`src/rtl/alu8_pkg.sv`:
```
package alu8_pkg;
  typedef enum logic [3:0] {
    OP_ADD = 4'd0, OP_ADC = 4'd1, OP_SUB = 4'd2, OP_SBC = 4'd3,
    OP_AND = 4'd4, OP_OR  = 4'd5, OP_XOR = 4'd6, OP_COM = 4'd7,
    OP_NEG = 4'd8, OP_INC = 4'd9, OP_DEC = 4'd10, OP_TST = 4'd11,
    OP_CLR = 4'd12, OP_SER = 4'd13
  } alu_op_e;

  localparam int NFLAG = 6;
  localparam int FC = 0;
  localparam int FZ = 1;
  localparam int FN = 2;
  localparam int FV = 3;
  localparam int FS = 4;
  localparam int FH = 5;
endpackage

```
`src/rtl/alu8_addsub.sv`:
```
module alu8_addsub #(
  parameter int DW = 8,
  parameter int HB = 3
) (
  input  logic [DW-1:0] x,
  input  logic [DW-1:0] y,
  input  logic          cin,
  input  logic          sub,
  output logic [DW-1:0] sum,
  output logic          cout,
  output logic          hc,
  output logic          ovf
);
  logic [DW-1:0] yy;
  logic          ci;
  logic          co;
  logic [HB+1:0] lo;

  always_comb begin
    yy   = sub ? ~y : y;
    ci   = sub ? ~cin : cin;
    {co, sum} = {1'b0, x} + {1'b0, yy} + {{DW{1'b0}}, ci};
    lo   = {1'b0, x[HB:0]} + {1'b0, yy[HB:0]} + {{(HB+1){1'b0}}, ci};
    cout = sub ? ~co : co;
    hc   = sub ? ~lo[HB+1] : lo[HB+1];
    ovf  = (x[DW-1] == yy[DW-1]) && (sum[DW-1] != x[DW-1]);
  end
endmodule

```
`src/rtl/alu8_logic.sv`:
```
module alu8_logic #(
  parameter int DW = 8
) (
  input  logic [DW-1:0] x,
  input  logic [DW-1:0] y,
  output logic [DW-1:0] and_r,
  output logic [DW-1:0] or_r,
  output logic [DW-1:0] xor_r,
  output logic [DW-1:0] com_r
);
  always_comb begin
    and_r = x & y;
    or_r  = x | y;
    xor_r = x ^ y;
    com_r = ~x;
  end
endmodule

```
`src/rtl/alu8_flagmux.sv`:
```
module alu8_flagmux
  import alu8_pkg::*;
#(
  parameter int DW = 8
) (
  input  logic [3:0]       op,
  input  logic [DW-1:0]    ar_sum,
  input  logic             ar_c,
  input  logic             ar_h,
  input  logic             ar_v,
  input  logic [DW-1:0]    lg_and,
  input  logic [DW-1:0]    lg_or,
  input  logic [DW-1:0]    lg_xor,
  input  logic [DW-1:0]    lg_com,
  input  logic [NFLAG-1:0] fin,
  output logic [DW-1:0]    res,
  output logic [NFLAG-1:0] fout,
  output logic [NFLAG-1:0] mask
);
  localparam logic [NFLAG-1:0] M_ALL = '1;
  localparam logic [NFLAG-1:0] M_LOG = (1 << FS) | (1 << FV) | (1 << FN) | (1 << FZ);
  localparam logic [NFLAG-1:0] M_COM = M_LOG | (1 << FC);

  logic [NFLAG-1:0] nf;
  logic             sticky_z;

  always_comb begin
    res      = '0;
    mask     = '0;
    nf       = fin;
    sticky_z = 1'b0;
    unique case (op)
      OP_ADD, OP_ADC, OP_SUB, OP_SBC, OP_NEG: begin
        res      = ar_sum;
        nf[FC]   = ar_c;
        nf[FH]   = ar_h;
        nf[FV]   = ar_v;
        mask     = M_ALL;
        sticky_z = (op == OP_SBC);
      end
      OP_AND, OP_TST: begin res = lg_and; nf[FV] = 1'b0; mask = M_LOG; end
      OP_OR:          begin res = lg_or;  nf[FV] = 1'b0; mask = M_LOG; end
      OP_XOR, OP_CLR: begin res = lg_xor; nf[FV] = 1'b0; mask = M_LOG; end
      OP_COM: begin
        res    = lg_com;
        nf[FC] = 1'b1;
        nf[FV] = 1'b0;
        mask   = M_COM;
      end
      OP_INC, OP_DEC: begin res = ar_sum; nf[FV] = ar_v; mask = M_LOG; end
      OP_SER: begin res = '1; mask = '0; end
      default: begin res = '0; mask = '0; end
    endcase
    nf[FN] = res[DW-1];
    nf[FZ] = (res == '0) && (!sticky_z || fin[FZ]);
    nf[FS] = nf[FN] ^ nf[FV];
    fout   = (nf & mask) | (fin & ~mask);
  end
endmodule

```
`src/rtl/alu8_core.sv`:
```
module alu8_core
  import alu8_pkg::*;
#(
  parameter int DW = 8,
  parameter int HB = 3
) (
  input  logic             clk,
  input  logic             rst,
  input  logic [3:0]       op_sel,
  input  logic [DW-1:0]    opd_a,
  input  logic [DW-1:0]    opd_b,
  input  logic [NFLAG-1:0] flags_in,
  output logic [DW-1:0]    res_q,
  output logic [NFLAG-1:0] flags_q,
  output logic [NFLAG-1:0] upd_q
);
  localparam logic [DW-1:0] ONE = DW'(1);

  logic [DW-1:0]    ax, ay, ly;
  logic             acin, asub;
  logic [DW-1:0]    sum;
  logic             cout, hc, ovf;
  logic [DW-1:0]    r_and, r_or, r_xor, r_com;
  logic [DW-1:0]    res_d;
  logic [NFLAG-1:0] flags_d, upd_d;

  always_comb begin
    ax   = opd_a;
    ay   = opd_b;
    acin = 1'b0;
    asub = 1'b0;
    case (op_sel)
      OP_ADC: acin = flags_in[FC];
      OP_SUB: asub = 1'b1;
      OP_SBC: begin asub = 1'b1; acin = flags_in[FC]; end
      OP_NEG: begin ax = '0; ay = opd_a; asub = 1'b1; end
      OP_INC: ay = ONE;
      OP_DEC: begin ay = ONE; asub = 1'b1; end
      default: ;
    endcase
    ly = (op_sel == OP_TST || op_sel == OP_CLR) ? opd_a : opd_b;
  end

  alu8_addsub #(.DW(DW), .HB(HB)) u_arith (
    .x(ax), .y(ay), .cin(acin), .sub(asub),
    .sum(sum), .cout(cout), .hc(hc), .ovf(ovf)
  );

  alu8_logic #(.DW(DW)) u_logic (
    .x(opd_a), .y(ly),
    .and_r(r_and), .or_r(r_or), .xor_r(r_xor), .com_r(r_com)
  );

  alu8_flagmux #(.DW(DW)) u_fmux (
    .op(op_sel), .ar_sum(sum), .ar_c(cout), .ar_h(hc), .ar_v(ovf),
    .lg_and(r_and), .lg_or(r_or), .lg_xor(r_xor), .lg_com(r_com),
    .fin(flags_in), .res(res_d), .fout(flags_d), .mask(upd_d)
  );

  always_ff @(posedge clk) begin
    if (rst) begin
      res_q   <= '0;
      flags_q <= '0;
      upd_q   <= '0;
    end else begin
      res_q   <= res_d;
      flags_q <= flags_d;
      upd_q   <= upd_d;
    end
  end
endmodule

```
`config.mk`:
```
export PLATFORM = sky130hd
export DESIGN_NAME = alu8_core
export DESIGN_NICKNAME = d
export VERILOG_FILES = /design/src/rtl/alu8_pkg.sv /design/src/rtl/alu8_addsub.sv /design/src/rtl/alu8_logic.sv /design/src/rtl/alu8_flagmux.sv /design/src/rtl/alu8_core.sv
export SDC_FILE = /design/constraint.sdc
export NUM_CORES = 1
export LEC_CHECK = 0
export ABC_AREA = 1
export BUFFER_PORTS_ARGS = -buffer_cell sky130_fd_sc_hd__buf_2
export CAP_MARGIN = 5
export CORE_ASPECT_RATIO = 0.5
export CORE_UTILIZATION = 55
export CTS_CLUSTER_SIZE = 28
export DETAILED_ROUTE_END_ITERATION = 6
export PLACE_DENSITY = 0.82
export SKIP_CTS_REPAIR_TIMING = 1
export SLEW_MARGIN = 20
export SYNTH_ARGS = -nofsm -noshare
export SYNTH_HDL_FRONTEND = slang
export SYNTH_HIERARCHICAL = 1
export SYNTH_SLANG_ARGS = --single-unit
```
`constraint.sdc`:
```
create_clock -name clk -period 8.4 [get_ports clk]
set_input_delay 0.84 -clock clk [delete_from_list [all_inputs] [get_ports clk]]
set_output_delay 0.84 -clock clk [all_outputs]
set_load 0.01 [all_outputs]
```
# Yosys cells after proc, flatten, opt, wreduce, memory -nomap -nowiden
# Cells that the tools add are included.
# W data, S select, Z words.
word_totals:
  output_inout_bits: 20
  ff_bits: 20
  wordCells: 66
  input_bits: 28
classes:
  n_bitwise: 13
  n_reduce_logical: 16
  eq_ne: 15
  n_addsub: 4
  muxes: 15
op_table:
  columns: ["operator", "count"]
  rows:
  - ["$pmux W8 S6", 1]
  - ["$eq A4 B4 Y1 const B", 6]
  - ["$mux W8", 3]
  - ["$pmux W6 S3", 1]
  - ["$eq A4 B3 Y1 const B", 4]
  - ["$not A8 Y8", 2]
  - ["$pmux W8 S2", 1]
  - ["$reduce_or A7 Y1", 2]
  - ["$and A6 B6 Y6", 2]
  - ["$add A8 B8 Y9", 1]
  - ["$add A9 B1 Y9", 1]
  - ["$and A8 B8 Y8", 1]
  - ["$eq A4 B2 Y1 const B", 2]
  - ["$logic_not A8 Y1", 1]
  - ["$or A8 B8 Y8", 1]
  - ["$reduce_or A2 Y1", 4]
  - ["$xor A8 B8 Y8", 1]
  - ["$mux W1", 7]
  - ["$not A6 Y6", 1]
  - ["$or A6 B6 Y6", 1]
  - ["$reduce_or A6 Y1", 1]
  - ["$add A4 B4 Y5", 1]
  - ["$add A5 B1 Y5", 1]
  - ["$reduce_or A5 Y1", 1]
  - ["other kinds (11)", 16]

# Depth between registers and ports, before layout
# Gate-level depths: netlist (run 1).
depth:
  word_depth: 13
  depth_mapped: 23
  depth_no_buf: 23

# Modules after synthesis
# Netlist (run 1), hierarchy kept.
by_module_without_submodules:
  columns: ["module", "cells_each", "area_each_um2", "instances", "seq_area_each_um2"]
  rows:
  - ["alu8_core", 143, 910.9, 1, 400.4]
  - ["alu8_flagmux", 130, 579.3, 1, 0.0]
  - ["alu8_addsub", 73, 501.7, 1, 0.0]
  - ["alu8_logic", 40, 290.3, 1, 0.0]

# Worst setup path before layout (run 1)
# Ideal clock, no wire load.
synth_path:
  path_kind: "input to register"
  start: "input port op_sel[2]"
  end: "register flags_q[1]"
  t_arrival_ns: 3.477
  setup_ns: 0.065
  path_buffers: 1
  t_required_ns: 8.335
  slack_ns: 4.858
  cell_stages: 21
  path_cell_list: "inv_1 -> nand2_1 -> o22ai_1 -> buf_4 -> xor2_1 -> fa_1 -> fa_1 -> nand3_1 -> nand2_2 -> nand2_2 -> nand2_1 -> xor2_1 -> nand3_1 -> nand3_1 -> nor2_1 -> nand2_1 -> nor2_1 -> nand2_1 -> a21oi_2 -> inv_1 -> nor2_1"
synth_between:
  elab_cells_between_ends: 48
  classes_between: "add/sub (2); eq/ne (13); mux (10); bitwise (9); reduce/logical (14)"
synth_rtl:
  columns: ["element", "line_no", "text"]
  rows:
  - ["start, declared", "alu8_core.sv:9", "input logic [3:0] op_sel,"]
  - ["$eq A4 B2 Y1 or $eq A4 B4 Y1 (tied branches)", "alu8_core.sv:32", "case (op_sel)"]
  - ["$reduce_or A4 Y1 (no source line) *", null, null]
  - ["$mux W1 *", "alu8_core.sv:32", null]
  - ["via asub", "alu8_core.sv:20", "logic acin, asub;"]
  - ["$mux W8", "alu8_addsub.sv:20", "yy = sub ? ~y : y;"]
  - ["$add A8 B8 Y9", "alu8_addsub.sv:22", "{co, sum} = {1'b0, x} + {1'b0, yy} + {{DW{1'b0}}, ci};"]
  - ["$add A9 B1 Y9 *", "alu8_addsub.sv:22", null]
  - ["via sum[6]", "alu8_core.sv:21", "logic [DW-1:0] sum;"]
  - ["$pmux W8 S6 *", "alu8_flagmux.sv:32", "unique case (op)"]
  - ["$logic_not A8 Y1 *", "alu8_flagmux.sv:55", "nf[FZ] = (res == '0) && (!sticky_z || fin[FZ]);"]
  - ["$logic_and A1 B1 Y1 *", "alu8_flagmux.sv:55", null]
  - ["$and A6 B6 Y6 *", "alu8_flagmux.sv:57", "fout = (nf & mask) | (fin & ~mask);"]
  - ["$or A6 B6 Y6 *", "alu8_flagmux.sv:57", null]
  - ["via flags_d[1]", "alu8_core.sv:25", "logic [NFLAG-1:0] flags_d, upd_d;"]
  - ["end signal, assigned", "alu8_core.sv:67", "flags_q <= flags_d;"]
  - ["end, declared", "alu8_core.sv:14", "output logic [NFLAG-1:0] flags_q,"]
# Mark *: on every way through the listed nets, which the timed path passes. The rest lies on a longest branch.
# A chain may end at the register's enable or synchronous reset.

# Worst setup path after layout (run 1)
layout_path:
  start: "input port op_sel[2]"
  end: "register flags_q[1]"
layout_between:
  elab_chain_cells: 12
  elab_cells_between_ends: 48
  classes_between: "add/sub (2); eq/ne (13); mux (10); bitwise (9); reduce/logical (14)"
layout_rtl:
  columns: ["element", "line_no", "text"]
  rows:
  - ["$eq A4 B4 Y1", "alu8_core.sv:32", null]
  - ["$reduce_or A2 Y1 (no source line)", null, null]
  - ["$pmux W8 S2 *", "alu8_core.sv:32", null]
  - ["via ay[0]", "alu8_core.sv:19", "logic [DW-1:0] ax, ay, ly;"]
  - ["$not A8 Y8", "alu8_addsub.sv:20", null]
  - ["$mux W8 *", "alu8_addsub.sv:20", null]
  - ["$add A8 B8 Y9 *", "alu8_addsub.sv:22", null]
  - ["$add A9 B1 Y9 *", "alu8_addsub.sv:22", null]
  - ["via sum[6]", "alu8_core.sv:21", null]
  - ["$pmux W8 S6 *", "alu8_flagmux.sv:32", null]
  - ["$logic_not A8 Y1 *", "alu8_flagmux.sv:55", null]
  - ["$logic_and A1 B1 Y1 *", "alu8_flagmux.sv:55", null]
  - ["$and A6 B6 Y6 *", "alu8_flagmux.sv:57", null]
  - ["$or A6 B6 Y6 *", "alu8_flagmux.sv:57", null]
  - ["via flags_d[1]", "alu8_core.sv:25", null]
# Marks and branches as above.

==> impl_metrics.toml, run 1 <==
[status]
status = "finished, final reports clean"

[sta]
tightest_slew_ps = 444
setup_tns_ps = 0
setup_viol = 0
finalHoldViolCount = 0
maxSlewHeadroom = 0.701
period_share = 0.438
min_period_ps = 3680
fmax_ghz = 0.272
rsz0062_at_grt = "no"
slew_violations = 0
setup_ws_ps = 4720

[synthesis]
synth_edf_count = 0
synth_flop_cell = "dfxtp_1"
synthArstFlopShare = 0
synth-seq-area-share = 0.175
ys.warnings.count = 6
ys_types = 27
synth_cells = 386
synth-seq-cells = 20
syn_nets = 439
synth_area_sq_um = 2280
syn_area_per_cell_sq_um = 5.91

[power_and_ir_drop]
ir_drop_uv = 57.6
p_per_area_nw_per_um2 = 133
power_leakage_nw = 1.64

[hold_path]
worstHoldPathType = "in -> reg"

[drt]
drt-total-wl_mm = 5.27
routedWlPerCell_um = 10.9
viasPerCell = 4.83
vias = 2341
antenna_left = 0
drtIter0Drc = 119
dr.pass1.iters = 4
drc = 0

[layout]
diodes = 0
syn2layout_area_growth_pct = 13.8
final_nets = 486
drive_above_1_share = 0.195
final_common_cell = "nand2_1"
fin_area_sq_um = 2600
final_cell_mix = "nand2_1 (109), inv_1 (81), nor2_1 (48)"

[worst_setup_path]
worstPathArrival_ps = 3880
end_kind = "register"
crit_type = "in -> reg"
slowest_stage = "fa_1"
crit_path_frequent_cell = "nand2_1"
path_buf_inv = 4
worstPathRequired_ps = 8600
crit_path_max_incr_delay_ps = 450
path_cells = "buf_2 > inv_1 > nand2_1 > nor2_4 > nand2_1 > nand2_1 > inv_1 > xor2_1 > fa_1 > fa_1 > nand3_1 > nand2_2 > nand2_2 > nand2_1 > xor2_1 > nand3_1 > nand3_1 > nor2_1 > nand2_1 > nor2_1 > nand2_1 > a21oi_2 > inv_1 > nor2_1"
crit_fanout = 9
startpoint_type = "primary input"
critPathTopFamily = "simple AND/OR/NAND/NOR gates"

[clock_network]
cts_tree = "built"
cts_inserted_buffers = 3
h-tree-depth = 1
path_clk_slew_ps = 60
clock_path_buffers = 2
cts_root_buf = "clkbuf_8"
clock-sinks = 20

[place]
placed_area_sq_um = 2550
place_worst_setup_slack_ps = 4480
place_congestion = 0.927
dp_hpwl_mm = 4.42
place.port_buffers = 47

[die]
die_x_um = 93.1
fp.dieH_um = 47.6
initial_core_util = 0.579
std_cell_rows = 16
die_area_sq_um = 4430
pin_count = 48
fp.coreArea_sq_um = 3940

[grt]
grt_usage = 0.249
grt_pass1_wl_mm = 8.58
grt_pass1_vias = 1960
grt_overflow = 0
antenna_found_initial = 0
grt_max_degree = 21

[job]
max_cap_violations = 0
==> flip-flops by register name (all words and copies together) (netlist names) <==
name / flops
flags_q: 6
res_q: 8
upd_q: 6
==> cell usage after synthesis (2+ instances only) <==
library cell,n,area share
a21oi_1,5,0.011
inv_1,81,0.13
nor2_1,48,0.079
nand3_1,30,0.066
nand2_2,13,0.036
xor2_1,14,0.054
ha_1,23,0.13
fa_1,2,0.018
dfxtp_1,20,0.18
nor2_4,2,0.0099
nand2_1,109,0.18
buf_4,4,0.013
o21ai_0,9,0.020
clkbuf_1,2,0.0033
inv_2,3,0.0049
nor2_2,8,0.022
nand3_2,3,0.013
==> per-stage QoR <==
stage	cells	hold slack, ps	utilization	total power [mW]
after detailed placement	482	1150	0.648	0.286
final	485	892	0.658	0.344
after global routing	485	908	0.658	0.376
after CTS	485	883	0.658	0.345
after global placement	482	1150	0.648	0.279
after floorplan	386	1040	-	0.238
==> cell type report <==
cell class                      instances  area, sq um
Tap cell                               54         67.6
Timing Repair Buffer                   48          243
Multi-Input combinational cell        276         1530
Fill cell                             377         1350
Sequential cell                        20          400
Clock buffer                            3         41.3
Inverter                               84          315
==> report_power, final <==
| group | leakage, nW | internal (mW) | total, mW | switching [mW] |
|---|---|---|---|---|
| sequential | 0.166 | 0.105 | 0.107 | 0.00205 |
| combinational | 1.45 | 0.0664 | 0.178 | 0.112 |
| clock | 0.0216 | 0.0319 | 0.0584 | 0.0266 |
| total | 1.64 | 0.204 | 0.344 | 0.140 |
==> per-layer routing <==
layer	share of wire	vias up	GRT usage	wire, um
met1	0.51	1030	0.344	2680
met3	0.046	6	0.0238	242
met2	0.43	68	0.425	2280
li1	-	1237	-	-
met5	0	-	0	0
met4	0.012	0	0.0800	62
==> path summary, 6_finish.rpt <==
| kind | start | cells past startpoint | end |
|---|---|---|---|
| worst max-delay path | op_sel[2] | 24 | flags_q[1] |
| worst min-delay path | flags_in[2] | 5 | flags_q[2] |
==> cells by family (layout without fill, tap and decap cells) <==
family,count (synthesis),in the layout,synth area share
AND/OR/NAND/NOR,217,217,0.418
buffers and inverters,90,135,0.155
adder cells (fa/ha/maj),25,25,0.144
flip-flops,20,20,0.175
AO/OA/AOI/OAI,19,19,0.0504
XOR/XNOR,15,15,0.0576
Note: power is estimated with default switching activity, not from simulation.
==> run 2: changes to the inputs <==
==> constraint.sdc (replaced) <==
create_clock -name clk -period 3.6 [get_ports clk]
set_input_delay 0.36 -clock clk [delete_from_list [all_inputs] [get_ports clk]]
set_output_delay 0.36 -clock clk [all_outputs]
set_load 0.01 [all_outputs]
==> run 2 against run 1 <==
  * Sequential power increased by 130%
  * Die area stayed put
  * Count of clock-buffer cells in the layout up 1
  * Critical path type unchanged
  * Largest cell class unchanged
==> impl_metrics.toml, run 2 (synthesis gave the netlist of run 1 again) <==
[clock_network]
cts_inserted_buffers = 3
clock-sinks = 20
clock_path_buffers = 2
cts_root_buf = "clkbuf_8"
path_clk_slew_ps = 70
cts_tree = "built"
h-tree-depth = 1

[power_and_ir_drop]
ir_drop_uv = 152
power_leakage_nw = 1.66
p_per_area_nw_per_um2 = 316

[sta]
maxSlewHeadroom = 0.715
tightest_slew_ps = 428
setup_viol = 0
slew_violations = 0
period_share = 0.871
fmax_ghz = 0.319
setup_tns_ps = 0
min_period_ps = 3130
rsz0062_at_grt = "no"
finalHoldViolCount = 0

[job]
max_cap_violations = 0

[die]
fp.dieH_um = 47.6
die_x_um = 93.1
initial_core_util = 0.579
die_area_sq_um = 4430
std_cell_rows = 16
fp.coreArea_sq_um = 3940
pin_count = 48

[drt]
vias = 2331
routedWlPerCell_um = 11.0
dr.pass1.iters = 4
drt-total-wl_mm = 5.36
drtIter0Drc = 136
drc = 0
antenna_left = 0
viasPerCell = 4.78

[grt]
grt.met3_usage = 0.0143
grtUsageMet2 = 0.453
grt_pass1_vias = 1959
busiest_layer = "met2"
antenna_found_initial = 0
grt_overflow = 0
grt_usage = 0.249
grt_max_degree = 21
grt_pass1_wl_mm = 8.58
use_met1 = 0.332

[place]
place_congestion = 0.956
placed_cells = 484
place.port_buffers = 47
placed_area_sq_um = 2570
dp_hpwl_mm = 4.51

[status]
status = "finished, final reports clean"

[worst_setup_path]
crit_type = "in -> reg"
worstPathRequired_ps = 3790
worstPathArrival_ps = 3330
crit_fanout = 8
startpoint_type = "primary input"
end_kind = "register"

[layout]
diodes = 0
reg_top3 = "res_q (8), flags_q (6), upd_q (6)"
fin_area_sq_um = 2630
largest_reg_flops = 8
final_common_cell = "nand2_1"
top_register = "res_q"
drive_above_1_share = 0.200
final_nets = 488
syn2layout_area_growth_pct = 15.0
layout.cells.non_filler = 488
final_cell_mix = "nand2_1 (109), inv_1 (81), nor2_1 (48)"
fillers = 348

[hold_path]
worstHoldPathType = "in -> reg"
## run 2: cell count changes in the layout (fill, tap and decap cells not counted)
| cell | change |
|---|---|
| buf_4 | +2 |
| clkbuf_8 | +1 |
## run 2: stage by stage
step | util | power (mW) | hold slack [ps] | setup WS, ps
after detailed placement | 0.652 | 0.668 | 670 | 245
final | 0.666 | 0.829 | 414 | 465
after global routing | 0.666 | 0.906 | 447 | 194
after floorplan | - | 0.554 | 559 | 538
after global placement | 0.652 | 0.653 | 666 | 384
after CTS | 0.666 | 0.829 | 406 | 506
## run 2: routing by layer
metal	vias up	wire, um
met1	1030	2670
met5	-	0
met4	0	30
li1	1241	-
met2	56	2430
met3	4	224
## run 2: critical path: stages
cell and delay [ps]:
buf_2 160, inv_1 90, nand2_1 100, o22ai_1 330
xor2_1 150, fa_1 460, fa_1 420, nand3_1 100
nand2_2 100, nand2_2 70, nand2_1 50, xor2_1 160
nand3_1 100, nand3_1 80, nor2_1 150, nand2_1 80
nor2_1 80, nand2_1 70, a21oi_2 110, inv_1 40
nor2_1 80
## run 2: path summary, 6_finish.rpt
check | start | endpoint | slack (ps) | depth (start not counted)
worst min-delay path | flags_in[2] | flags_q[2] | 410 | 5
worst max-delay path | op_sel[2] | flags_q[1] | 470 | 21
## run 2: area by class of cell
| cell class | instances | area [sq um] | area share |
|---|---|---|---|
| flip-flops and latches | 20 | 400 | 0.153 |
| inverters | 84 | 315 | 0.120 |
| repair buffers | 50 | 258 | 0.0982 |
| clock buffers | 4 | 55.1 | 0.0210 |
| well taps | 54 | 67.6 | 0.0257 |
| multi-input cells | 276 | 1530 | 0.582 |
## run 2: report_power, final
part	switching, mW	internal, mW
logic	0.260	0.156
clock network	0.0643	0.0971
registers	0.00524	0.246
==> run 3: changes to the inputs <==
--- a/config.mk
+++ b/config.mk
@@ -12,7 +12,8 @@
 export CORE_UTILIZATION = 55
 export CTS_CLUSTER_SIZE = 28
 export DETAILED_ROUTE_END_ITERATION = 6
-export PLACE_DENSITY = 0.82
+export GPL_ROUTABILITY_DRIVEN = 0
+export PLACE_DENSITY = 0.8
 export SKIP_CTS_REPAIR_TIMING = 1
 export SLEW_MARGIN = 20
 export SYNTH_ARGS = -nofsm -noshare
==> run 3 against run 2 <==
  * Die area unchanged
  * Non-clock buffer count unchanged
  * Via count decreased by 0.39%
  * Design area decreased by 0.52%
  * First-iteration DRC count increased by 13%
  * Global-route usage decreased by 0.31 points
  * Critical path depth unchanged
  * Critical path type unchanged
==> impl_metrics.toml, run 3 (synthesis gave the netlist of run 1 again) <==
[drt]
antenna_left = 0
dr.pass1.iters = 4
drtIter0Drc = 153
routedWlPerCell_um = 10.8
viasPerCell = 4.77
drt-total-wl_mm = 5.26
drc = 0
vias = 2322

[power_and_ir_drop]
ir_drop_uv = 127
total_power_mw = 0.801
p_per_area_nw_per_um2 = 307
power_leakage_nw = 1.65

[sta]
period_share = 0.862
whs_ps = 419
tightest_slew_ps = 447
slew_violations = 0
maxSlewHeadroom = 0.702
fmax_ghz = 0.322
rsz0062_at_grt = "no"
min_period_ps = 3100
setup_tns_ps = 0
setup_viol = 0
finalHoldViolCount = 0

[layout]
syn2layout_area_growth_pct = 14.4
final_common_cell = "nand2_1"
drive_above_1_share = 0.199
final_cell_mix = "nand2_1 (109), inv_1 (81), nor2_1 (48)"
final_nets = 488
diodes = 0
reg_top3 = "res_q (8), flags_q (6), upd_q (6)"
final_core_util = 0.662
largest_reg_flops = 8
top_register = "res_q"

[grt]
grt_max_degree = 21
grt_pass1_wl_mm = 8.48
grt_overflow = 0
grt_usage = 0.246
antenna_found_initial = 0
grt_pass1_vias = 1869

[clock_network]
clock_path_buffers = 2
path_clk_slew_ps = 60
clock-sinks = 20
h-tree-depth = 1
cts_inserted_buffers = 3
cts_tree = "built"
cts_root_buf = "clkbuf_8"

[worst_setup_path]
startpoint_type = "primary input"
path_buf_inv = 3
slowest_stage = "fa_1"
crit_fanout = 8
worstPathRequired_ps = 3780
end_kind = "register"
path_cells = "buf_2 > inv_1 > nand2_1 > o22ai_1 > xor2_1 > fa_1 > fa_1 > nand3_1 > nand2_2 > nand2_2 > nand2_1 > xor2_1 > nand3_1 > nand3_1 > nor2_1 > nand2_1 > nor2_1 > nand2_1 > a21oi_2 > inv_1 > nor2_1"
crit_type = "in -> reg"
worstPathArrival_ps = 3290
crit_path_frequent_cell = "nand2_1"
crit_path_max_incr_delay_ps = 450
critPathTopFamily = "simple AND/OR/NAND/NOR gates"

[place]
dp_hpwl_mm = 4.47
place.port_buffers = 47

[die]
fp.dieH_um = 47.6
die_x_um = 93.1
pin_count = 48
fp.coreArea_sq_um = 3940
std_cell_rows = 16
initial_core_util = 0.579
die_area_sq_um = 4430

[job]
max_cap_violations = 0

[status]
status = "finished, final reports clean"

[hold_path]
worstHoldPathType = "in -> reg"
[run 3: changes by cell type in the layout (fill, tap and decap cells not counted)]
cell | previous run | this run
clkbuf_8 | 4 | 3
[run 3: metal layers]
| metal | vias up | global-route usage | routed length (um) |
|---|---|---|---|
| li1 | 1245 | - | - |
| met4 | 0 | 0.0585 | 12 |
| met1 | 1021 | 0.354 | 2720 |
| met2 | 54 | 0.416 | 2240 |
| met5 | - | 0 | 0 |
| met3 | 2 | 0.0143 | 289 |
[run 3: worst paths after layout]
kind / cells past startpoint / slack (ps) / end / start
setup / recovery: 21 / 500 / flags_q[1] / op_sel[2]
hold / removal: 5 / 420 / flags_q[3] / flags_in[3]
[run 3: power breakdown]
part	internal [mW]	switching (mW)	total (mW)
clock network	0.0742	0.0608	0.135
logic	0.155	0.259	0.414
registers	0.246	0.00566	0.252
total	0.475	0.325	0.801
[run 3: cell type report]
type / count / area [sq um]
Tap cell: 54 / 67.6
Timing Repair Buffer: 50 / 258
Inverter: 84 / 315
Clock buffer: 3 / 41.3
Sequential cell: 20 / 400
Multi-Input combinational cell: 276 / 1530
Fill cell: 361 / 1330
[run 3: per-stage QoR]
| stage | worst slack (ps) | area [sq um] | cells |
|---|---|---|---|
| floorplan | 538 | 2280 | 386 |
| global placement | 393 | 2570 | 484 |
| detailed placement | 264 | 2570 | 484 |
| CTS | 523 | 2610 | 487 |
| global route | 234 | 2610 | 487 |
| finish | 497 | 2610 | 487 |
